--- config.mk ---
export PLATFORM = sky130hd
export DESIGN_NAME = ccr_regfile
export DESIGN_NICKNAME = d
export VERILOG_FILES = /design/src/rtl/ccr_pkg.sv /design/src/rtl/ccr_wdec.sv /design/src/rtl/ccr_pwr_word.sv /design/src/rtl/ccr_rdmux.sv /design/src/rtl/ccr_regfile.sv
export SDC_FILE = /design/constraint.sdc
export NUM_CORES = 1
export LEC_CHECK = 0
export ABC_CLOCK_PERIOD_IN_PS = 2900
export BUFFER_PORTS_ARGS = -buffer_cell sky130_fd_sc_hd__buf_4
export CAP_MARGIN = 5
export CORE_UTILIZATION = 35
export DETAILED_ROUTE_END_ITERATION = 16
export PLACE_DENSITY_LB_ADDON = 0.08
export SYNTH_ARGS = -nofsm -noshare
export SYNTH_HDL_FRONTEND = slang
export SYNTH_SLANG_ARGS = --single-unit
--- constraint.sdc ---
create_clock -name clk_i -period 2.9 [get_ports clk_i]
set_input_delay 0.145 -clock clk_i [delete_from_list [all_inputs] [get_ports clk_i]]
set_output_delay 0.145 -clock clk_i [all_outputs]
set_load 0.02 [all_outputs]
--- src/rtl/ccr_pkg.sv ---
package ccr_pkg;
  localparam int unsigned DATA_W = 32;
  localparam int unsigned ADDR_W = 8;
  localparam int unsigned SIZE_W = 3;

  localparam logic [ADDR_W-1:0] OFF_CTRL  = 8'h00;
  localparam logic [ADDR_W-1:0] OFF_CFG   = 8'h04;
  localparam logic [ADDR_W-1:0] OFF_PWR   = 8'h08;
  localparam logic [ADDR_W-1:0] OFF_INV   = 8'h0C;
  localparam logic [ADDR_W-1:0] OFF_FLT_S = 8'h40;
  localparam logic [ADDR_W-1:0] OFF_FLT_E = 8'h44;
  localparam logic [ADDR_W-1:0] OFF_ACC_S = 8'h50;
  localparam logic [ADDR_W-1:0] OFF_ACC_N = 8'h54;

  function automatic logic [DATA_W-1:0] cfg_word(input int unsigned n);
    logic [DATA_W-1:0] m;
    m = ((DATA_W'(1) << n) - DATA_W'(1)) << 4;
    return m | DATA_W'(n - 1);
  endfunction

  // valid flag plus lane mask for a byte-count size
  function automatic logic [DATA_W:0] size_mask(input logic [SIZE_W-1:0] sz);
    case (sz)
      3'd1:    return {1'b1, 32'h0000_00FF};
      3'd2:    return {1'b1, 32'h0000_FFFF};
      3'd4:    return {1'b1, 32'hFFFF_FFFF};
      default: return {1'b0, 32'h0000_0000};
    endcase
  endfunction
endpackage

--- src/rtl/ccr_wdec.sv ---
module ccr_wdec
  import ccr_pkg::*;
(
  input  logic              wr_en_i,
  input  logic [ADDR_W-1:0] addr_i,
  input  logic [SIZE_W-1:0] size_i,
  input  logic [DATA_W-1:0] wdata_i,
  output logic              ctrl_we_o,
  output logic              pwr_we_o,
  output logic [DATA_W-1:0] pwr_mask_o,
  output logic [DATA_W-1:0] pwr_val_o,
  output logic              bad_size_o
);
  logic [DATA_W:0]   sm;
  logic              ok;
  logic [DATA_W-1:0] mask;
  logic [4:0]        sh;

  always_comb begin
    sm   = size_mask(size_i);
    ok   = sm[DATA_W];
    mask = sm[DATA_W-1:0];
    sh   = {addr_i[1:0], 3'b000};
    ctrl_we_o  = wr_en_i && ok && (addr_i == OFF_CTRL);
    pwr_we_o   = wr_en_i && ok && (addr_i[ADDR_W-1:2] == OFF_PWR[ADDR_W-1:2]);
    pwr_mask_o = mask << sh;
    pwr_val_o  = (wdata_i & mask) << sh;
    bad_size_o = wr_en_i && !ok;
  end
endmodule

--- src/rtl/ccr_pwr_word.sv ---
module ccr_pwr_word #(
  parameter int unsigned WIDTH = 32
) (
  input  logic             clk_i,
  input  logic             rst_ni,
  input  logic             we_i,
  input  logic [WIDTH-1:0] mask_i,
  input  logic [WIDTH-1:0] val_i,
  output logic [WIDTH-1:0] q_o
);
  always_ff @(posedge clk_i or negedge rst_ni) begin
    if (!rst_ni)   q_o <= '0;
    else if (we_i) q_o <= (q_o & ~mask_i) | (val_i & mask_i);
  end

  AST_PWR_HOLD: assert property (@(posedge clk_i) disable iff (!rst_ni)
    !we_i |=> $stable(q_o));
endmodule

--- src/rtl/ccr_rdmux.sv ---
module ccr_rdmux
  import ccr_pkg::*;
#(
  parameter logic [DATA_W-1:0] CFG = '0
) (
  input  logic [ADDR_W-1:0] addr_i,
  input  logic              ctrl_i,
  input  logic [DATA_W-1:0] pwr_i,
  output logic [DATA_W-1:0] data_o
);
  always_comb begin
    data_o = '0;
    if (addr_i == OFF_CTRL)
      data_o = {{(DATA_W-1){1'b0}}, ctrl_i};
    else if (addr_i == OFF_CFG)
      data_o = CFG;
    else if (addr_i[ADDR_W-1:2] == OFF_PWR[ADDR_W-1:2])
      data_o = pwr_i >> {addr_i[1:0], 3'b000};
    // invalidate, filter, access-control and unknown offsets read zero
  end
endmodule

--- src/rtl/ccr_regfile.sv ---
module ccr_regfile
  import ccr_pkg::*;
#(
  parameter int unsigned NUM_CORES = 1
) (
  input  logic              clk_i,
  input  logic              rst_ni,
  input  logic              wr_en_i,
  input  logic              rd_en_i,
  input  logic [ADDR_W-1:0] addr_i,
  input  logic [SIZE_W-1:0] size_i,
  input  logic [DATA_W-1:0] wdata_i,
  output logic [DATA_W-1:0] rdata_o,
  output logic              err_o,
  output logic              ctrl_en_o,
  output logic [DATA_W-1:0] pwr_state_o
);
  localparam logic [DATA_W-1:0] CFG_WORD = cfg_word(NUM_CORES);

  logic              ctrl_we, pwr_we, bad_size;
  logic [DATA_W-1:0] pwr_mask, pwr_val, rd_val;

  ccr_wdec u_wdec (
    .wr_en_i   (wr_en_i),
    .addr_i    (addr_i),
    .size_i    (size_i),
    .wdata_i   (wdata_i),
    .ctrl_we_o (ctrl_we),
    .pwr_we_o  (pwr_we),
    .pwr_mask_o(pwr_mask),
    .pwr_val_o (pwr_val),
    .bad_size_o(bad_size)
  );

  ccr_pwr_word #(.WIDTH(DATA_W)) u_pwr (
    .clk_i (clk_i),
    .rst_ni(rst_ni),
    .we_i  (pwr_we),
    .mask_i(pwr_mask),
    .val_i (pwr_val),
    .q_o   (pwr_state_o)
  );

  ccr_rdmux #(.CFG(CFG_WORD)) u_rdmux (
    .addr_i(addr_i),
    .ctrl_i(ctrl_en_o),
    .pwr_i (pwr_state_o),
    .data_o(rd_val)
  );

  always_ff @(posedge clk_i or negedge rst_ni) begin
    if (!rst_ni) begin
      ctrl_en_o <= 1'b0;
      err_o     <= 1'b0;
      rdata_o   <= '0;
    end else begin
      if (ctrl_we) ctrl_en_o <= wdata_i[0];
      err_o <= bad_size;
      if (rd_en_i) rdata_o <= rd_val;
    end
  end

  AST_CTRL_BY_WRITE: assert property (@(posedge clk_i) disable iff (!rst_ni)
    !$stable(ctrl_en_o) |-> $past(wr_en_i && addr_i == OFF_CTRL));
  AST_CFG_READ: assert property (@(posedge clk_i) disable iff (!rst_ni)
    (rd_en_i && addr_i == OFF_CFG) |=> rdata_o == CFG_WORD);
  AST_BAD_SIZE_BLOCKED: assert property (@(posedge clk_i) disable iff (!rst_ni)
    (wr_en_i && !(size_i == 3'd1 || size_i == 3'd2 || size_i == 3'd4))
    |=> err_o && $stable(pwr_state_o) && $stable(ctrl_en_o));
  AST_ERR_HAS_CAUSE: assert property (@(posedge clk_i) disable iff (!rst_ni)
    err_o |-> $past(wr_en_i));
  AST_RAZ_OFFSETS: assert property (@(posedge clk_i) disable iff (!rst_ni)
    (rd_en_i && (addr_i == OFF_FLT_S || addr_i == OFF_FLT_E ||
                 addr_i == OFF_ACC_S || addr_i == OFF_ACC_N || addr_i == OFF_INV))
    |=> rdata_o == '0);
  AST_RDATA_HOLD: assert property (@(posedge clk_i) disable iff (!rst_ni)
    !rd_en_i |=> $stable(rdata_o));
endmodule

==> results of run 1 <==
==> worst register-to-register path, cell delays in order (launching register included) <==
cell	delay (ns)
dfrtp_1	0.43
mux2i_1	0.47
nand2_1	0.11
a32oi_1	0.35
a21oi_1	0.12
==> layout make-up <==
cell class | instances | share of cell area
Multi-Input combinational cell | 239 | 0.366
Sequential cell | 66 | 0.337
Timing Repair Buffer | 121 | 0.186
Tap cell | 136 | 0.0347
Clock buffer | 11 | 0.0309
Inverter | 36 | 0.0276
Clock inverter | 5 | 0.0174
==> cell families after synthesis <==
logic type,count (synthesis),share of synthesized area
compound gates,97,0.188
flops,66,0.445
simple gates,91,0.133
xor+xnor,2,0.00674
buf+inv,61,0.0721
mux,49,0.155
==> cells in the mapped netlist, types with 2 or more instances <==
master     count
a21oi_1       11
a221o_1        7
a22oi_1        8
a32o_1         7
a32oi_1        2
a41o_1         6
and2_1         2
and3_1         2
buf_2         10
buf_4          3
buf_6          2
clkbuf_1      10
dfrtp_1       66
inv_1         36
mux2_2         9
mux2_4        15
mux2i_1       25
nand2_1       29
nand3_1       11
nor2_1        24
nor2_8         2
nor2b_1        8
nor3_1         2
o211ai_1       8
o21ai_0       18
o21ai_1        2
o22ai_1       18
o2bb2ai_1      6
==> worst paths after layout <==
| kind | from | end | slack [ns] | depth (start not counted) |
|---|---|---|---|---|
| setup / recovery | addr_i[0] | register | 1.25 | 6 |
| hold / removal | wdata_i[3] | register | 0.06 | 3 |
| setup reg to reg | register | rdata_o[0] | 1.29 | 4 |
| hold reg to reg | rdata_o[25] | rdata_o[25] | 0.52 | 2 |
| max in group asynchronous | rst_ni | rdata_o[27] | 1.87 | 2 |
| min in group asynchronous | rst_ni | rdata_o[19] | 0.46 | 2 |
==> repair_timing <==
action                                  4_1_cts  5_1_grt
endpoints found under the setup margin        0        0
hold buffers                                  1        0
hold endpoints to repair                     66        0
==> metal layers <==
metal / track usage / part of all wire
met1: 0.282 / 0.44
met2: 0.352 / 0.49
met3: 0.0368 / 0.045
met4: 0.0905 / 0.020
met5: 0 / 0
==> power breakdown <==
group          internal [mW]  total (mW)  switching (mW)
registers              0.929       0.936         0.00687
clock network          0.536       0.918           0.382
logic                  0.110       0.273           0.164
==> impl_results.md, run 1 <==
* Status: completed
* Syn Std Cell Area at 3710 um2
* Starting Density at 0.360
* Total CTS buffers at 9
* CORE AREA at 10300 um2
* Lkg Pwr at 2.37 nW
* Multi-input gate area at 1790 um2
* Flops & latches, synth at 66
* HPWL after detailed placement at 8450 um
* Io pins at 113
* Synth async-reset ratio at 1.00
* Slew Viols, Final at 0
* Residual DRC count at 0
* Dpl cells at 597
* Max_cap viols at 0
* DIE WIDTH at 105 um
* Crit-path slowest cell: buf_4
* Critical path arrival at 1.88 ns
* CP Cell Sequence: buf_4, nand3b_1, o22ai_1, nand4_4, nor2_8, mux2_4
* Crit path time final at 1.65 ns
* H-tree Lvls at 3
* CP peak stage delay at 0.46 ns
* Area contributors post-synth: dfrtp_1 44%, mux2i_1 6.7%, mux2_4 6.1%
* Post-synth EDFFs at 0
* GRT overflow at 0
* Fill cells at 1011
* Cell taking the most area after synthesis: dfrtp_1
* Clock skew at 0.0139 ns
* DR vias at 3219
* Synthesized netlist cell count at 366
* Worst setup SP type: primary input
* Top-area cell type share of the netlist area at 0.445
* Mean Syn Cell Area at 10.1 um2
* Top FF cell, synth: dfrtp_1
* Place WS at 0.889 ns
* Sink Count at 66
* Routed wire length per instance at 18.8 um
* Number of DRC markers in iteration 0 at 160
* Root buffer cell: clkbuf_8
* CTS tree: built
* Cell Rows at 37
* Later-pin clock latency in the skew report at 0.35 ns
* Placer Congestion at 0.806
* Most frequent cells in the layout: 120 x buf_4, 66 x dfrtp_1, 36 x inv_1
* Sequential area share after synthesis at 0.445
* Period utilization at 0.570
* Area growth, synth to finish at 31.9%
* TritonRoute pass-1 iters at 4
* Fmax at 0.605 GHz
* First-pass GRT wire length at 18000 um
* Chip height at 105 um
* Die area at 11000 um2
* Total power at 2.13 mW
* Post-Route Setup TNS at 0 ns
* PD cells at 434 nW/um2
* Design area at 4900 um2
* Largest net degree at the start of global routing at 67
* Crit-path leading delay family: simple AND/OR/NAND/NOR gates
* Normalized max-slew margin at 0.415
* Hold Worst Slack at 0.0632 ns
* Number of antenna violations at the first check in global routing at 0
* Postcts setup bufs at 0
* Cell Count, Final, Fillers Out at 614
* Ys Warns at 0
* Vias in the first global route at 3248
* Port bufs at 112
* Routed wire length at 11500 um
* Share of layout cells above drive strength 1 at 0.358
* Final setup violation count at 0
* RSZ-0062 raised after global routing: false
* Hold Violations, Final at 0
* Final-stage net count at 520
* Clock-pin slew of the registers on the worst-case setup and hold paths at 0.08 ns
* Total GRT Usage at 0.216
* PnR worst setup slack at 1.25 ns
* Max VDD drop at 0.194 mV
* Commonest non-fill, non-tap cell in the layout: buf_4
* Critical setup path kind: in2reg
* Worst Hold Class: in2reg
* Post-route ant nets at 0
* Diode count at 0
* CP bufs+invs at 1
* Post-DP Area at 4650 um2
* Synth Net Count at 413
* Netlist cell types at 45
* Vias per cell at 5.24
* Clk buf depth at 2
* Worst-path fanout max at 46
* Worst-margin pin slew at 0.877 ns
* CP Capture Type: register
* Fin util at 0.474
* Post_cts resized at 0
* CP required at 3.13 ns
* Register area at 1650 um2
Note: power is estimated with default switching activity, not from simulation.
==> run 2: changes to the inputs <==
- ABC_CLOCK_PERIOD_IN_PS: 2900 -> 1600
- clock period: 2.9 -> 1.6 ns (I/O delays scaled with it)
==> run 2 against run 1 <==
  * Register-to-register slack worse by 1.0 ns
  * Flip-flop and latch count unchanged
  * Non-clock buffer count up 38
  * Core utilization up 3.0 points
  * Combinational power up 100%
  * First-iteration DRC count down 17%
  * Routed wire length up 2.7%
  * Sequential share of layout area down 2.0 points
  * Clock skew down 0.00069 ns
  * Setup slack worse by 1.0 ns
  * Count of clock-buffer cells in the layout unchanged
==> impl_results.md, run 2 (synthesized netlist as in run 1, its figures left out) <==
* Later-pin clock latency in the skew report at 0.35 ns
* Fin util at 0.504
* Number of antenna violations at the first check in global routing at 0
* Post-route ant nets at 0
* Root buffer cell: clkbuf_8
* Vias in the first global route at 3312
* Final setup violation count at 0
* Crit-path slowest cell: or3b_4
* Worst-path fanout max at 8
* Normalized max-slew margin at 0.716
* Hold Violations, Final at 0
* Crit-path leading delay family: simple AND/OR/NAND/NOR gates
* Clock-pin slew of the registers on the worst-case setup and hold paths at 0.07 ns
* Clk buf depth at 2
* Post-DP Area at 5000 um2
* RSZ-0062 raised after global routing: false
* Slew Viols, Final at 0
* Critical setup path kind: in2reg
* Design area at 5200 um2
* Io pins at 113
* Hold path startpoint: wdata_i[2]
* DR vias at 3384
* Routed wire length at 11800 um
* CP bufs+invs at 1
* Lkg Pwr at 2.57 nW
* Place WS at -0.139 ns
* Port bufs at 112
* Starting Density at 0.360
* Fmax at 0.730 GHz
* Postcts setup bufs at 0
* H-tree Lvls at 3
* Int Pwr at 2.69 mW
* Clock share of power at 0.386
* Switching Fraction at 0.267
* Total GRT Usage at 0.222
* Cell Rows at 37
* Max VDD drop at 0.307 mV
* PD cells at 706 nW/um2
* Number of DRC markers in iteration 0 at 133
* Largest net degree at the start of global routing at 44
* Fill cells at 990
* Vias per cell at 5.19
* Most frequent cells in the layout: 153 x buf_4, 66 x dfrtp_1, 36 x inv_1
* R2R cell count at 4
* Critical path arrival at 1.59 ns
* Residual DRC count at 0
* Routed wire length per instance at 18.1 um
* Worst Hold Class: in2reg
* CP Cell Sequence: buf_4, or3b_4, o21ai_2, nand4_4, nor2_8, mux2_4
* Max_cap viols at 0
* Status: completed
* Worst setup SP type: primary input
* Multi-input gate area at 1790 um2
* Reg-to-reg endpoint: rdata_o[4]
* CP required at 1.82 ns
* Period utilization at 0.856
* Post_cts resized at 0
* CP peak stage delay at 0.40 ns
* PnR worst setup slack at 0.230 ns
* Chip height at 105 um
* Share of layout cells above drive strength 1 at 0.403
* Register area at 1650 um2
* First-pass GRT wire length at 18300 um
* TritonRoute pass-1 iters at 4
* Worst-margin pin slew at 0.425 ns
* NetSw at 980 uW
* CP Capture Type: register
* Diode count at 0
* Placer Congestion at 0.854
* Die area at 11000 um2
* Clock skew at 0.0132 ns
* Min-Delay Path Depth at 3
* Post-cts hold buffer count at 1
* Register share of total power at 0.462
* CTS tree: built
* GRT overflow at 0
* Sink Count at 66
* Combinational power share at 0.152
* HPWL after detailed placement at 9000 um
* Final-stage net count at 558
* CORE AREA at 10300 um2
* R2r setup slk at 0.25 ns
* Crit path time final at 1.37 ns
* Commonest non-fill, non-tap cell in the layout: buf_4
* Total CTS buffers at 9
* DIE WIDTH at 105 um
* Area growth, synth to finish at 40.2%
==> run 2: changes by cell type in the layout (fill, tap and decap cells not counted), sizes merged <==
cell	delta
buf	+38
clkinv	+3
bufinv	-1
clkinvlp	-1
inv	-1
==> run 2: final cells by class <==
class	instances	share of cell area
clock buffers	11	0.0272
clock inverters	5	0.0103
inverters	36	0.0260
multi-input cells	239	0.345
flip-flops and latches	66	0.317
well taps	136	0.0327
repair buffers	159	0.242
==> run 2: stage by stage <==
stage                     hold WS (ns)  total power, mW  TNS [ns]  std cells
after floorplan                 -0.216             1.98    -0.165        366
after global placement          0.0111             2.29     -1.63        635
after detailed placement       0.00878             2.29     -2.38        635
after CTS                      0.00121             3.70         0        652
after global routing            0.0103             3.82         0        652
final                           0.0185             3.67         0        652
==> run 2: worst max-delay path by stage <==
stage	start	cells past startpoint	to	slack, ns
final	size_i[2]	6	register	0.23
after global placement	size_i[1]	6	register	-0.11
after detailed placement	size_i[2]	6	register	-0.14
after CTS	size_i[2]	6	register	0.23
after floorplan	size_i[1]	7	register	-0.02
after global routing	register	6	rdata_o[0]	0.16
==> run 2: worst reg2reg max path: cells and delay by family (launching register included) <==
family           cells  cell delay [ns]
AO/OA/AOI/OAI        2             0.35
AND/OR/NAND/NOR      1             0.10
flip-flops           1             0.44
multiplexers         1             0.34
==> run 2: power by group through the flow <==
stage | Clock (mW) | Sequential (mW) | Combinational (mW)
after global placement | 0 | 1.73 | 0.559
after floorplan | 0 | 1.75 | 0.235
after global routing | 1.52 | 1.70 | 0.603
after detailed placement | 0 | 1.73 | 0.562
after CTS | 1.44 | 1.70 | 0.564
final | 1.42 | 1.70 | 0.559
==> run 2: routing by layer <==
| metal | track usage | vias to the layer above | wire, um |
|---|---|---|---|
| met5 | 0 | - | 0 |
| met4 | 0.110 | 0 | 348 |
| met3 | 0.0331 | 25 | 554 |
| met2 | 0.357 | 113 | 5720 |
| met1 | 0.291 | 1636 | 5210 |
| li1 | - | 1610 | - |
